<file path="config.mk">
export PLATFORM = sky130hd
export DESIGN_NAME = rom_rd_ctrl
export DESIGN_NICKNAME = d
export VERILOG_FILES = /design/src/rtl/rom_rd_pkg.sv /design/src/rtl/rom_rd_timer.sv /design/src/rtl/rom_rd_seq.sv /design/src/rtl/rom_rd_ctrl.sv
export SDC_FILE = /design/constraint.sdc
export NUM_CORES = 1
export LEC_CHECK = 0
export BUFFER_PORTS_ARGS = -buffer_cell sky130_fd_sc_hd__buf_4
export CAP_MARGIN = 20
export CORE_UTILIZATION = 35
export DETAILED_ROUTE_END_ITERATION = 12
export GPL_ROUTABILITY_DRIVEN = 0
export SKIP_LAST_GASP = 1
export SLEW_MARGIN = 20
export SYNTH_ARGS = -nofsm -noshare
export SYNTH_HDL_FRONTEND = slang
export SYNTH_SLANG_ARGS = --single-unit
export TNS_END_PERCENT = 20
</file>
<file path="constraint.sdc">
create_clock -name clk -period 3.7 [get_ports clk]
set_clock_uncertainty 0.1 [all_clocks]
set_input_delay 0.74 -clock clk [delete_from_list [all_inputs] [get_ports clk]]
set_output_delay 0.74 -clock clk [all_outputs]
set_load 0.01 [all_outputs]
</file>
<file path="src/rtl/rom_rd_pkg.sv">
// Shared types and elaboration-time helpers for the ROM read controller.
// Assumes all times are given in whole nanoseconds and are non-negative.
package rom_rd_pkg;

    typedef enum logic [2:0] {
        ST_IDLE    = 3'd0,
        ST_SETUP   = 3'd1,
        ST_WAIT    = 3'd2,
        ST_SAMPLE  = 3'd3,
        ST_RELEASE = 3'd4
    } rd_state_e;

    // Whole clock cycles that cover a time span (rounded up).
    function automatic int unsigned cyc_ceil(input int unsigned span_ns,
                                             input int unsigned period_ns);
        return (span_ns + period_ns - 1) / period_ns;
    endfunction

    // Larger of two counts.
    function automatic int unsigned umax(input int unsigned a, input int unsigned b);
        return (a > b) ? a : b;
    endfunction

endpackage

</file>
<file path="src/rtl/rom_rd_timer.sv">
// Down-counter used for both the access wait and the float gap.
// Loads a value and then decrements once per cycle until it reaches zero.
// 'last' is high on the final cycle of a loaded interval (count == 1).
// Assumes the loader never loads zero (the sequencer skips zero-length states).
module rom_rd_timer #(
    parameter int unsigned CW = 5
) (
    input  logic          clk,
    input  logic          rst_n,
    input  logic          load,
    input  logic [CW-1:0] load_val,
    output logic          last
);

    logic [CW-1:0] cnt_q;

    // Load on request, otherwise count down and stop at zero.
    always_ff @(posedge clk) begin
        if (!rst_n) begin
            cnt_q <= '0;
        end else if (load) begin
            cnt_q <= load_val;
        end else if (cnt_q != '0) begin
            cnt_q <= cnt_q - 1'b1;
        end
    end

    // Final cycle of the loaded interval.
    assign last = (cnt_q == CW'(1));

endmodule

</file>
<file path="src/rtl/rom_rd_seq.sv">
// Access sequencer: IDLE -> SETUP -> WAIT -> SAMPLE -> RELEASE -> IDLE.
// SETUP plus WAIT span exactly ACC_CYC cycles. The data capture strobe fires
// on the edge that enters SAMPLE. RELEASE spans FLOAT_CYC cycles.
// Assumes ACC_CYC >= 1. A zero-length WAIT or RELEASE is skipped.
module rom_rd_seq
    import rom_rd_pkg::*;
#(
    parameter int unsigned ACC_CYC   = 25,
    parameter int unsigned FLOAT_CYC = 5,
    parameter int unsigned CW        = 5
) (
    input  logic          clk,
    input  logic          rst_n,
    input  logic          req_valid,
    input  logic          tmr_last,
    output rd_state_e     state,
    output logic          tmr_load,
    output logic [CW-1:0] tmr_val,
    output logic          capture
);

    localparam int unsigned WAIT_CYC = ACC_CYC - 1;

    rd_state_e state_q, state_d;

    // Next-state, timer load and capture decode.
    always_comb begin
        state_d  = state_q;
        tmr_load = 1'b0;
        tmr_val  = '0;
        capture  = 1'b0;
        unique case (state_q)
            ST_IDLE: begin
                if (req_valid) state_d = ST_SETUP;
            end
            ST_SETUP: begin
                if (WAIT_CYC == 0) begin
                    state_d = ST_SAMPLE;
                    capture = 1'b1;
                end else begin
                    state_d  = ST_WAIT;
                    tmr_load = 1'b1;
                    tmr_val  = CW'(WAIT_CYC);
                end
            end
            ST_WAIT: begin
                if (tmr_last) begin
                    state_d = ST_SAMPLE;
                    capture = 1'b1;
                end
            end
            ST_SAMPLE: begin
                if (FLOAT_CYC == 0) begin
                    state_d = ST_IDLE;
                end else begin
                    state_d  = ST_RELEASE;
                    tmr_load = 1'b1;
                    tmr_val  = CW'(FLOAT_CYC);
                end
            end
            ST_RELEASE: begin
                if (tmr_last) state_d = ST_IDLE;
            end
            default: state_d = ST_IDLE;
        endcase
    end

    // State register.
    always_ff @(posedge clk) begin
        if (!rst_n) state_q <= ST_IDLE;
        else        state_q <= state_d;
    end

    assign state = state_q;

endmodule

</file>
<file path="src/rtl/rom_rd_ctrl.sv">
// Top level: serves single-byte reads from an asynchronous parallel ROM.
// Latches the address on acceptance, drives the enables during SETUP/WAIT/
// SAMPLE, captures the data bus after the derived access count and reports
// the bus free once the float gap has elapsed.
// Assumes the memory's cycle time equals its address access time.
module rom_rd_ctrl
    import rom_rd_pkg::*;
#(
    parameter int unsigned CLK_NS         = 4,
    parameter int unsigned T_ADDR_NS      = 100,
    parameter int unsigned T_CE_NS        = 100,
    parameter int unsigned T_OE_NS        = 80,
    parameter int unsigned T_FLOAT_NS     = 20,
    parameter bit          OE_ACTIVE_HIGH = 1'b0,
    parameter int unsigned AW             = 20,
    parameter int unsigned DW             = 8
) (
    input  logic          clk,
    input  logic          rst_n,
    input  logic          req_valid,
    output logic          req_ready,
    input  logic [AW-1:0] req_addr,
    output logic          rsp_valid,
    output logic [DW-1:0] rsp_data,
    output logic          bus_free,
    output logic [AW-1:0] rom_addr,
    output logic          rom_ce_n,
    output logic          rom_oe,
    input  logic [DW-1:0] rom_dq
);

    localparam int unsigned ACC_CYC = umax(1, umax(cyc_ceil(T_ADDR_NS, CLK_NS),
                                              umax(cyc_ceil(T_CE_NS, CLK_NS),
                                                   cyc_ceil(T_OE_NS, CLK_NS))));
    localparam int unsigned FLOAT_CYC = cyc_ceil(T_FLOAT_NS, CLK_NS);
    localparam int unsigned MAX_CNT   = umax(1, umax(ACC_CYC, FLOAT_CYC));
    localparam int unsigned CW        = $clog2(MAX_CNT + 1);

    rd_state_e     state;
    logic          tmr_load, tmr_last, capture, selected, accept;
    logic [CW-1:0] tmr_val;
    logic [AW-1:0] addr_q;
    logic [DW-1:0] data_q;

    rom_rd_seq #(
        .ACC_CYC  (ACC_CYC),
        .FLOAT_CYC(FLOAT_CYC),
        .CW       (CW)
    ) seq_i (
        .clk      (clk),
        .rst_n    (rst_n),
        .req_valid(req_valid),
        .tmr_last (tmr_last),
        .state    (state),
        .tmr_load (tmr_load),
        .tmr_val  (tmr_val),
        .capture  (capture)
    );

    rom_rd_timer #(
        .CW(CW)
    ) tmr_i (
        .clk     (clk),
        .rst_n   (rst_n),
        .load    (tmr_load),
        .load_val(tmr_val),
        .last    (tmr_last)
    );

    assign req_ready = (state == ST_IDLE);
    assign accept    = req_valid && req_ready;
    assign selected  = (state == ST_SETUP) || (state == ST_WAIT) || (state == ST_SAMPLE);

    // Address latch: loaded only when a request is accepted.
    always_ff @(posedge clk) begin
        if (!rst_n)      addr_q <= '0;
        else if (accept) addr_q <= req_addr;
    end

    // Data capture on the edge that enters SAMPLE.
    always_ff @(posedge clk) begin
        if (!rst_n)       data_q <= '0;
        else if (capture) data_q <= rom_dq;
    end

    assign rom_addr  = addr_q;
    assign rom_ce_n  = !selected;
    assign rsp_valid = (state == ST_SAMPLE);
    assign rsp_data  = data_q;
    assign bus_free  = (state == ST_IDLE);

    // Output-enable level chosen by parameter.
    generate
        if (OE_ACTIVE_HIGH) begin : g_oe_high
            assign rom_oe = selected;
        end else begin : g_oe_low
            assign rom_oe = !selected;
        end
    endgenerate

endmodule

</file>
# After elaboration in Yosys (flattened, before gate mapping)
# Index checks and enable logic that the tools add are counted.
# word_totals
input_bits	31
elab_cells	32
reg_bits	36
out_inout_bits	33
# op_classes
muxes	10
n_addsub	1
eq_ne	8
reduce_logical	9
# ops
cell	n
3-bit one-hot mux with 5 select lines	1
5-bit two-way mux	2
5-bit one-hot mux with 2 select lines	1
3-bit two-way mux	3
3-bit by 2-bit equality test with 1-bit output (second input constant)	2
5-bit by 1-bit equality test with 1-bit output (second input constant)	1
5-bit nonzero test	1
5-bit by 1-bit subtractor with 5-bit output (second input constant)	1
2-bit by 1-bit != test with 1-bit output (second input constant)	2
3-bit by 1-bit equality test with 1-bit output (second input constant)	1
3-bit equality test (second input constant)	1
3-bit zero test	1
1-bit two-way mux	3
3-bit AND reduction	1
1-bit logical OR	2
2-bit != test (second input constant)	1
2-bit nonzero test	1
2-bit OR reduction	1
1-bit logical AND	1
1-bit zero test	1

# Longest topological paths before layout
# Gate-level depths: netlist (run 1).
# logic_depth
depth_word	4
mapped_depth	6
depth_no_buf	5

# Modules after synthesis
# A second synthesis (run 1) with hierarchy kept.
# unflattened
cells_unflattened	171
hier_area_um2	1627.8
# modules_own_cells
module	seq_area_each_um2	cells_per_inst	area_per_inst_um2	instances
rom_rd_ctrl	560.5	119	1149.9	1
rom_rd_timer	100.1	34	299.0	1
rom_rd_seq	60.1	18	178.9	1

# Worst setup path after synthesis (run 1)
# No wires, ideal clock.
# synth_timing
kind	reg2out
from	reg seq_i.state_q[1], in the netlist seq_i.state[1]
to	out rom_oe
required_ps	2860
path_stages_with_launch	5
arrival_time_ps	1057
path_buffers	2
slack_ps	1803
path_cell_list	dfxtp_1 buf_2 nor2_1 or2_2 buf_4
# synth_between
elab_chain_len	4
elab_cells_between_ends	6
classes_between	eq/ne (3); reduce/logical (3)
# synth_rtl
item	line	source
start, declared	rom_rd_seq.sv:24	rd_state_e state_q, state_d;
start signal, assigned	rom_rd_seq.sv:71	else state_q <= state_d;
3-bit by 1-bit equality test with 1-bit output or 3-bit by 2-bit equality test with 1-bit output (tied branches)	rom_rd_ctrl.sv:72	assign selected = (state == ST_SETUP) || (state == ST_WAIT) || (state == ST_SAMPLE);
1-bit logical OR	rom_rd_ctrl.sv:72	
1-bit logical OR *	rom_rd_ctrl.sv:72	
1-bit zero test *	n/a	
end, declared	rom_rd_ctrl.sv:28	output logic rom_oe,
# Mark *: on every way between the ends. The rest lies on a longest branch, timed or not.

# Worst setup path in the final report (run 1)
# layout_timing
from	reg seq_i.state_q[1], in the netlist seq_i.state[1]
to	out rom_ce_n
# layout_between
elab_chain_len	4
elab_cells_between_ends	6
classes_between	eq/ne (3); reduce/logical (3)
# layout_rtl
item	line	source
3-bit by 1-bit equality test with 1-bit output or 3-bit by 2-bit equality test with 1-bit output (tied branches)	rom_rd_ctrl.sv:72	
1-bit logical OR	rom_rd_ctrl.sv:72	
1-bit logical OR *	rom_rd_ctrl.sv:72	
1-bit zero test *	rom_rd_ctrl.sv:87	assign rom_ce_n = !selected;
end, declared	rom_rd_ctrl.sv:27	output logic rom_ce_n,
# Marked as above.

==> results of run 1 <==
[synth_stat cells, types with 3 or more instances]
cell | n | share of area (%)
buf_6 | 3 | 2.1
inv_1 | 3 | 0.71
clkbuf_1 | 6 | 1.4
buf_2 | 4 | 1.3
dfxtp_1 | 36 | 46
nand3_1 | 11 | 3.5
nand2_1 | 41 | 9.8
nor3_1 | 3 | 0.95
nor2_1 | 4 | 0.95
o21ai_0 | 10 | 3.2
a21boi_1 | 6 | 2.9
a21boi_0 | 22 | 10
[worst min-delay path by stage]
stage                             from            to  slack, ns  cells past startpoint
after floorplan           rom_addr[18]  rom_addr[18]       0.38                      2
after global placement     rom_addr[6]   rom_addr[6]       0.35                      2
after detailed placement   rom_addr[6]   rom_addr[6]       0.35                      2
after CTS                  rom_addr[6]   rom_addr[6]       0.36                      2
after global routing      rom_addr[18]  rom_addr[18]       0.39                      2
final                     rom_addr[18]  rom_addr[18]       0.36                      2
[cell families (layout without fill, tap and decap cells)]
group / after synthesis / in the layout
mux: 2 / 2
simple gates: 73 / 73
flops: 36 / 36
fa+ha+maj: 2 / 2
xor+xnor: 2 / 2
compound gates: 45 / 45
buf+inv: 19 / 71
[metrics by stage]
| step | cell area [um2] | worst slack [ns] | hold slack, ns | util [%] | cells |
|---|---|---|---|---|---|
| floorplan | 1580 | 1.80 | 0.379 | - | 179 |
| global route | 2090 | 1.25 | 0.386 | 48.1 | 283 |
| detailed placement | 2030 | 1.50 | 0.351 | 46.5 | 278 |
| CTS | 2090 | 1.36 | 0.362 | 48.1 | 283 |
| finish | 2090 | 1.38 | 0.358 | 48.1 | 283 |
| global placement | 2030 | 1.58 | 0.350 | 46.5 | 278 |
[layout by cell type (no fill, tap or decap), drive strengths merged, types with 2 or more instances in the layout]
| master | instances |
|---|---|
| xnor2 | 2 |
| o21ai | 10 |
| nor2 | 4 |
| nand2 | 41 |
| nand3 | 11 |
| clkbuf | 5 |
| dfxtp | 36 |
| inv | 3 |
| ha | 2 |
| or4b | 3 |
| nor2b | 2 |
| nand2b | 2 |
| buf | 63 |
| nor4b | 2 |
| nor3 | 3 |
| a21boi | 28 |
[worst reg2reg max path, stage by stage (launching register included)]
cell and delay, ns:
dfxtp_1 0.46, nor4b_4 0.90, nand2_1 0.14, a21boi_0 0.18
[power by group through the flow]
| stage | clock [W] | combinational [W] | sequential [W] |
|---|---|---|---|
| floorplan | 0 | 0.000203 | 0.000479 |
| global placement | 0 | 0.000298 | 0.000485 |
| detailed placement | 0 | 0.000298 | 0.000486 |
| CTS | 0.000259 | 0.000300 | 0.000478 |
| global route | 0.000279 | 0.000328 | 0.000484 |
| finish | 0.000250 | 0.000295 | 0.000477 |
[area by class of cell]
class | instances | area, um2 | share of cell area, %
clock buffers | 5 | 68.8 | 3.29
well taps | 52 | 65.1 | 3.11
multi-input cells | 124 | 756 | 36.1
flip-flops and latches | 36 | 721 | 34.4
repair buffers | 63 | 473 | 22.6
inverters | 3 | 11.3 | 0.538
[registers in the layout, indices dropped and copies added (netlist names)]
name / count
seq_i.state: 3
tmr_i.cnt_q: 5
rom_addr: 20
rsp_data: 8
[metal layers]
layer	wire length (um)	vias to the layer above
li1	-	711
met1	1710	620
met2	1560	38
met3	213	6
met4	55	0
met5	0	-
==> out/qor.csv, run 1 <==
metric;value;unit
critPathBufInv;1;
cts_setup_buffers;0;
reg2reg_slack;1.84;ns
reg2regPathDepth;3;
worstSetupEndpoint;rom_ce_n;
crit_chain;nor2_1, or2_2, buf_4;
comb_power_share;28.9;%
first_pass_iters;4;
antenna_found_initial;0;
ios;64;
grtUsageMet1;20.2;%
avgSynthCellArea;8.80;um2
coreArea;4350;um2
gr-max-usage-layer;met2;
first_iter_violations;76;
crit_path_max_incr_delay;0.64;ns
via_per_inst;4.86;
initial_core_util;36.2;%
slew_headroom;35.3;%
synth-simple-area-share;23.4;%
synthMuxAreaShare;1.35;%
synth_top_family_by_area;simple AND/OR/NAND/NOR gates;
worstPathArrival;1.48;ns
h-tree-depth;2;
cts_buffers;5;
met2_usage;22.4;%
synth_compound_area_share;20.0;%
setup_viol;0;
crit_start;seq_i.state[1];
finalMaxSlewViolations;0;
synth-seq-cells;36;
max_freq;431;MHz
fillers;449;
cts_resized;0;
setup_tns;0;ns
start_kind;register;
die-area;4770;um2
synth.distinct_cells;35;
ir_drop;0.211;mV
internal-power;0.000697;W
worst-path-max-fanout;13;
synthCells;179;
fin_nets;266;
holdBufCountCts;0;
antenna_cells;0;
synth_xor_area_share;1.11;%
p_sw_share;31.7;%
cp_top_family;flip-flops;
die_x;69.1;um
syn_area;1580;um2
syn_to_final_growth;33.0;%
grt_max_degree;39;
min_period_over_period;62.8;%
seqPwrFrac;46.7;%
ant_nets;0;
overflow;0;
async_flop_share;0;%
cts-root-buf;clkbuf_8;
required;2.86;ns
critical_path_class;register to output pin;
drive_gt1_share;32.5;%
use_met3;5.41;%
avgRoutedWirePerCell;12.5;um
tightest_slew;0.966;ns
io_buffer_count;63;
period_needed;2.32;ns
gr-usage-all-layers;15.2;%
num_vias;1375;
cts_tree;yes;
path_depth;3;
routed_wl;3.54;mm
reg2reg_from;seq_i.state[1];
powerDensity;488;nW/um2
yosysSeqAreaShare;45.8;%
clk_path_buf_depth;2;
yosysWarnings;0;
synth_top_flop_cell;dfxtp_1;
clock_sinks;36;
crit_slowest_cell;dfxtp_1;
power;0.00102;W
synth_edf_count;0;
rsz0062_at_grt;no;
die_height;69.1;um
p_sw;0.000324;W
path_clk_slew;0.06;ns
clock_power_share;24.4;%
synthAdderAreaFrac;1.59;%
drc;0;
reg2reg_to;rom_addr[1];
grt_pass1_vias;1214;
hold_viol_final;0;
grt_pass1_wl;5.75;mm
endpoint_kind;output pin;
worst_hold_path_type;register to register;
syn_nets;212;
num_rows;24;
outcome;finished, final reports clean;
clock_latency;0.29;ns
dp_hpwl;2.45;mm
max_cap_viol_count;0;
p_leak;0.887;nW
Note: power is estimated with default switching activity, not from simulation.
==> run 2, diff against run 1 <==
- clock period: 3.7 -> 2.2 ns (I/O delays scaled with it)
==> run 2 against run 1 <==
  * Power is 75% higher
  * Die area unchanged
  * Sequential cell count stayed put
  * Critical path type unchanged
  * Largest cell class unchanged
==> out/qor.csv, run 2 (same netlist as run 1, synthesis figures left out) <==
metric;value;unit;change
p_leak;0.906;nW;+2.2%
setup_viol;0;;unchanged
routed_wl;3.44;mm;-2.8%
grt_pass1_wl;5.88;mm;+2.3%
gr-usage-all-layers;15.5;%;+0.26 points
die-area;4770;um2;unchanged
finalWorstSetupSlack;0.194;ns;-1.18 ns
cts_buffers;5;;unchanged
cts_setup_buffers;0;;unchanged
h-tree-depth;2;;unchanged
place_ws;0.519;ns;-0.984 ns
period_needed;2.01;ns;
finalMaxSlewViolations;0;;unchanged
syn_to_final_growth;35.3;%;
worst-path-max-fanout;13;;unchanged
grt_pass1_vias;1286;;+5.9%
holdBufCountCts;0;;unchanged
critPathBufInv;1;;unchanged
required;1.66;ns;-1.20 ns
io_buffer_count;63;;unchanged
outcome;finished, final reports clean;;
cts-root-buf;clkbuf_8;;
ant_nets;0;;unchanged
coreArea;4350;um2;unchanged
dp_hpwl;2.41;mm;-2.0%
max_cap_viol_count;0;;unchanged
layout_commonest_cell;buf_4;;
die_x;69.1;um;unchanged
initial_core_util;36.2;%;unchanged
die_height;69.1;um;unchanged
crit_chain;nor2_1, or2_2, buf_4;;
num_rows;24;;unchanged
worstPathArrival;1.47;ns;about the same
drive_gt1_share;33.1;%;+0.58 points
hold_viol_final;0;;unchanged
via_per_inst;4.76;;-2.0%
critical_path_class;register to output pin;;
drc;0;;unchanged
ir_drop;0.363;mV;+73%
max_freq;498;MHz;
clock_sinks;36;;unchanged
tightest_slew;0.505;ns;-0.461 ns
min_period_over_period;91.2;%;
final_cells;288;;+1.8%
rsz0062_at_grt;no;;
endpoint_kind;output pin;;
cp_top_family;flip-flops;;
dp_cells;280;;+0.72%
fin_nets;268;;+0.75%
powerDensity;840;nW/um2;+72%
first_iter_violations;53;;-30%
worst_hold_path_type;input pin to register;;
num_vias;1371;;-0.29%
avgRoutedWirePerCell;11.9;um;-4.5%
largest_reg_flops;20;;unchanged
crit_slowest_cell;dfxtp_1;;
antenna_found_initial;0;;unchanged
layout_common_cells;buf_4 (65), nand2_1 (41), dfxtp_1 (36);;
overflow;0;;unchanged
setup_tns;0;ns;unchanged
slew_headroom;66.2;%;+31 points
first_pass_iters;4;;unchanged
antenna_cells;0;;unchanged
ios;64;;unchanged
grt_max_degree;39;;unchanged
clk_path_buf_depth;2;;unchanged
cts_tree;yes;;
cts_resized;0;;unchanged
path_clk_slew;0.07;ns;about the same
crit_path_max_incr_delay;0.61;ns;-0.03 ns
clock_latency;0.29;ns;about the same
start_kind;register;;
[run 2: cell types whose count changed in the layout (fill, tap and decap cells not counted)]
cell / before / now
buf_4: 63 / 65
clkbuf_1: 0 / 2
clkbuf_8: 5 / 6
[run 2: cell type report]
| cell class | count | area, um2 |
|---|---|---|
| clock buffer | 8 | 90.1 |
| fill | 443 | 2220 |
| inverter | 3 | 11.3 |
| multi-input combinational | 124 | 756 |
| sequential | 36 | 721 |
| tap | 52 | 65.1 |
| timing repair buffer | 65 | 488 |
[run 2: final timing paths]
| kind | from | end | slack [ns] | cells after the start |
|---|---|---|---|---|
| worst min-delay path | req_addr[6] | rom_addr[6] | 0.29 | 3 |
| worst max register to register | tmr_i.cnt_q[1] | rsp_data[7] | 0.53 | 5 |
| worst min register to register | rom_addr[6] | rom_addr[6] | 0.36 | 2 |
| worst max-delay path | seq_i.state[1] | rom_oe | 0.19 | 3 |
[run 2: worst reg2reg max path, cell delays in order, from the launching register on]
cell and delay (ns):
dfxtp_1 0.33, inv_1 0.08, ha_1 0.15, or4b_1 0.59, o21ai_0 0.22, a21boi_1 0.09
[run 2: power by group]
| group | total, W | switching, W | leakage [nW] | internal, W |
|---|---|---|---|---|
| combinational | 0.000508 | 0.000255 | 0.566 | 0.000253 |
| clock | 0.000483 | 0.000228 | 0.0455 | 0.000255 |
| sequential | 0.000800 | 0.0000738 | 0.295 | 0.000726 |
[run 2: stage by stage]
step           util (%)  total power (W)  cell area (um2)  hold WS (ns)
3_5_place_dp       46.9          0.00133             2040         0.349
6_report           48.9          0.00179             2130         0.292
4_1_cts            48.9          0.00182             2130         0.282
3_3_place_gp       46.9          0.00132             2040         0.342
2_1_floorplan         -          0.00115             1580         0.379
5_1_grt            48.9          0.00192             2130         0.298
[run 2: per-layer routing]
metal,wire [um],global-route usage (%),part of all wire [%],vias to the layer above
li1,-,-,-,718
met1,1600,19.2,47,609
met2,1570,24.6,46,38
met3,212,5.12,6.2,6
met4,52,6.35,1.5,0
met5,0,0,0,-
==> run 3, diff against run 2 <==
- CORE_UTILIZATION: 35 -> 47
- PLACE_DENSITY: default -> 0.78
==> run 3 against run 2 <==
  * Count of clock-buffer cells in the layout is the same
  * Power is 6.8% lower
  * Clock power shrank 23%
  * Final cell count fell by 2.8%
  * Worst hold slack lost 0.058 ns
  * Highest routed layer unchanged
==> out/qor.csv, run 3 (same netlist as run 1, synthesis figures left out) <==
metric;value;unit;change
met2_usage;35.7;%;+11 points
finalMaxSlewViolations;0;;unchanged
grt_pass1_wl;5.66;mm;-3.6%
cts_setup_buffers;0;;unchanged
antenna_cells;0;;unchanged
grtUsageMet1;25.0;%;+5.8 points
clock_sinks;36;;unchanged
power;0.00167;W;-6.8%
powerDensity;802;nW/um2;-4.5%
reg2reg_to;rsp_data[3];;
ant_nets;0;;unchanged
clk_path_buf_depth;2;;unchanged
fin_nets;268;;unchanged
setup_tns;0;ns;unchanged
dp_hpwl;2.43;mm;+1.1%
max_freq;488;MHz;-2.1%
drive_gt1_share;33.1;%;unchanged
num_vias;1394;;+1.7%
grt_pass1_vias;1289;;+0.23%
die-area;3590;um2;-25%
endpoint_kind;output pin;;
final_core_util;66.5;%;+18 points
drc;0;;unchanged
gr-max-usage-layer;met2;;
cts-root-buf;clkbuf_4;;
setup_viol;0;;unchanged
dp_cells;272;;-2.9%
layout_common_cells;buf_4 (65), nand2_1 (41), dfxtp_1 (36);;
required;1.66;ns;about the same
cts_resized;0;;unchanged
ir_drop;0.482;mV;+33%
avgRoutedWirePerCell;12.4;um;+4.1%
layout_commonest_cell;buf_4;;
final_cells;280;;-2.8%
syn_to_final_growth;32.1;%;
ios;64;;unchanged
reg2regPathDepth;4;;-1
hold_viol_final;0;;unchanged
min_period_over_period;93.1;%;+1.9 points
use_met3;5.19;%;+0.078 points
rsz0062_at_grt;no;;
hold_end;rom_addr[2];;
critical_path_class;register to output pin;;
first_iter_violations;21;;-60%
max_cap_viol_count;0;;unchanged
cts_buffers;5;;unchanged
h-tree-depth;2;;unchanged
routed_wl;3.48;mm;+1.2%
antenna_found_initial;0;;unchanged
cts_tree;yes;;
worstHoldStart;req_addr[2];;
slew_headroom;64.8;%;-1.4 points
worst-path-max-fanout;13;;unchanged
die_height;59.9;um;-13%
outcome;finished, final reports clean;;
largest_reg_flops;20;;unchanged
overflow;0;;unchanged
path_clk_slew;0.11;ns;+0.04 ns
p_leak;0.888;nW;-2.1%
io_buffer_count;63;;unchanged
die_x;59.9;um;-13%
grt_max_degree;39;;unchanged
coreArea;3130;um2;-28%
start_kind;register;;
holdBufCountCts;0;;unchanged
hold_depth;3;;unchanged
reg2reg_from;tmr_i.cnt_q[0];;
gr-usage-all-layers;21.4;%;+5.9 points
clock_latency;0.34;ns;+0.05 ns
initial_core_util;50.4;%;+14 points
num_rows;20;;-17%
worst_hold_path_type;input pin to register;;
first_pass_iters;4;;unchanged
tightest_slew;0.526;ns;+0.0212 ns
via_per_inst;4.98;;+4.6%
worstPathArrival;1.51;ns;+0.04 ns
period_needed;2.05;ns;+0.0427 ns
reg2reg_slack;0.51;ns;-0.02 ns
## run 3: changes by cell type in the layout (fill, tap and decap cells not counted)
cell	before	now
clkbuf_4	0	5
nor4b_4	1	0
clkbuf_8	6	1
nor4b_2	1	2
## run 3: worst max-delay path by stage
stage	depth (start not counted)	startpoint	slack (ns)	end
2_1_floorplan	4	seq_i.state[1]	0.60	rom_oe
3_3_place_gp	3	seq_i.state[1]	0.54	rom_oe
3_5_place_dp	4	tmr_i.cnt_q[0]	0.49	rsp_data[3]
4_1_cts	3	seq_i.state[1]	0.14	rom_oe
5_1_grt	3	seq_i.state[1]	0.02	rom_oe
6_report	3	seq_i.state[1]	0.15	rom_oe
## run 3: metal layers
| metal | part of all wire [%] | up-vias |
|---|---|---|
| li1 | - | 718 |
| met1 | 45 | 633 |
| met2 | 48 | 36 |
| met3 | 5.2 | 7 |
| met4 | 1.9 | 0 |
| met5 | 0 | - |
## run 3: cell type report
| cell class | instances | area (um2) |
|---|---|---|
| timing repair buffer | 65 | 488 |
| clock buffer | 8 | 58.8 |
| fill | 280 | 1050 |
| tap | 44 | 55.1 |
| sequential | 36 | 721 |
| inverter | 3 | 11.3 |
| multi-input combinational | 124 | 747 |
## run 3: power by group
part           total, W  switching [W]  internal [W]
Combinational  0.000501       0.000251      0.000250
Sequential     0.000799      0.0000735      0.000725
Clock          0.000370       0.000212      0.000158
## run 3: worst max-delay path, cell delays in order (launching register included)
cell and delay (ns):
dfxtp_1 0.61, nor2_1 0.09, or2_2 0.31, buf_4 0.15
## run 3: per-stage QoR
step	setup slack, ns	hold slack [ns]	area, um2
after CTS	0.139	0.220	2080
after detailed placement	0.495	0.346	2020
after global routing	0.0226	0.225	2080
after floorplan	0.603	0.379	1580
final	0.151	0.233	2080
after global placement	0.543	0.342	2020
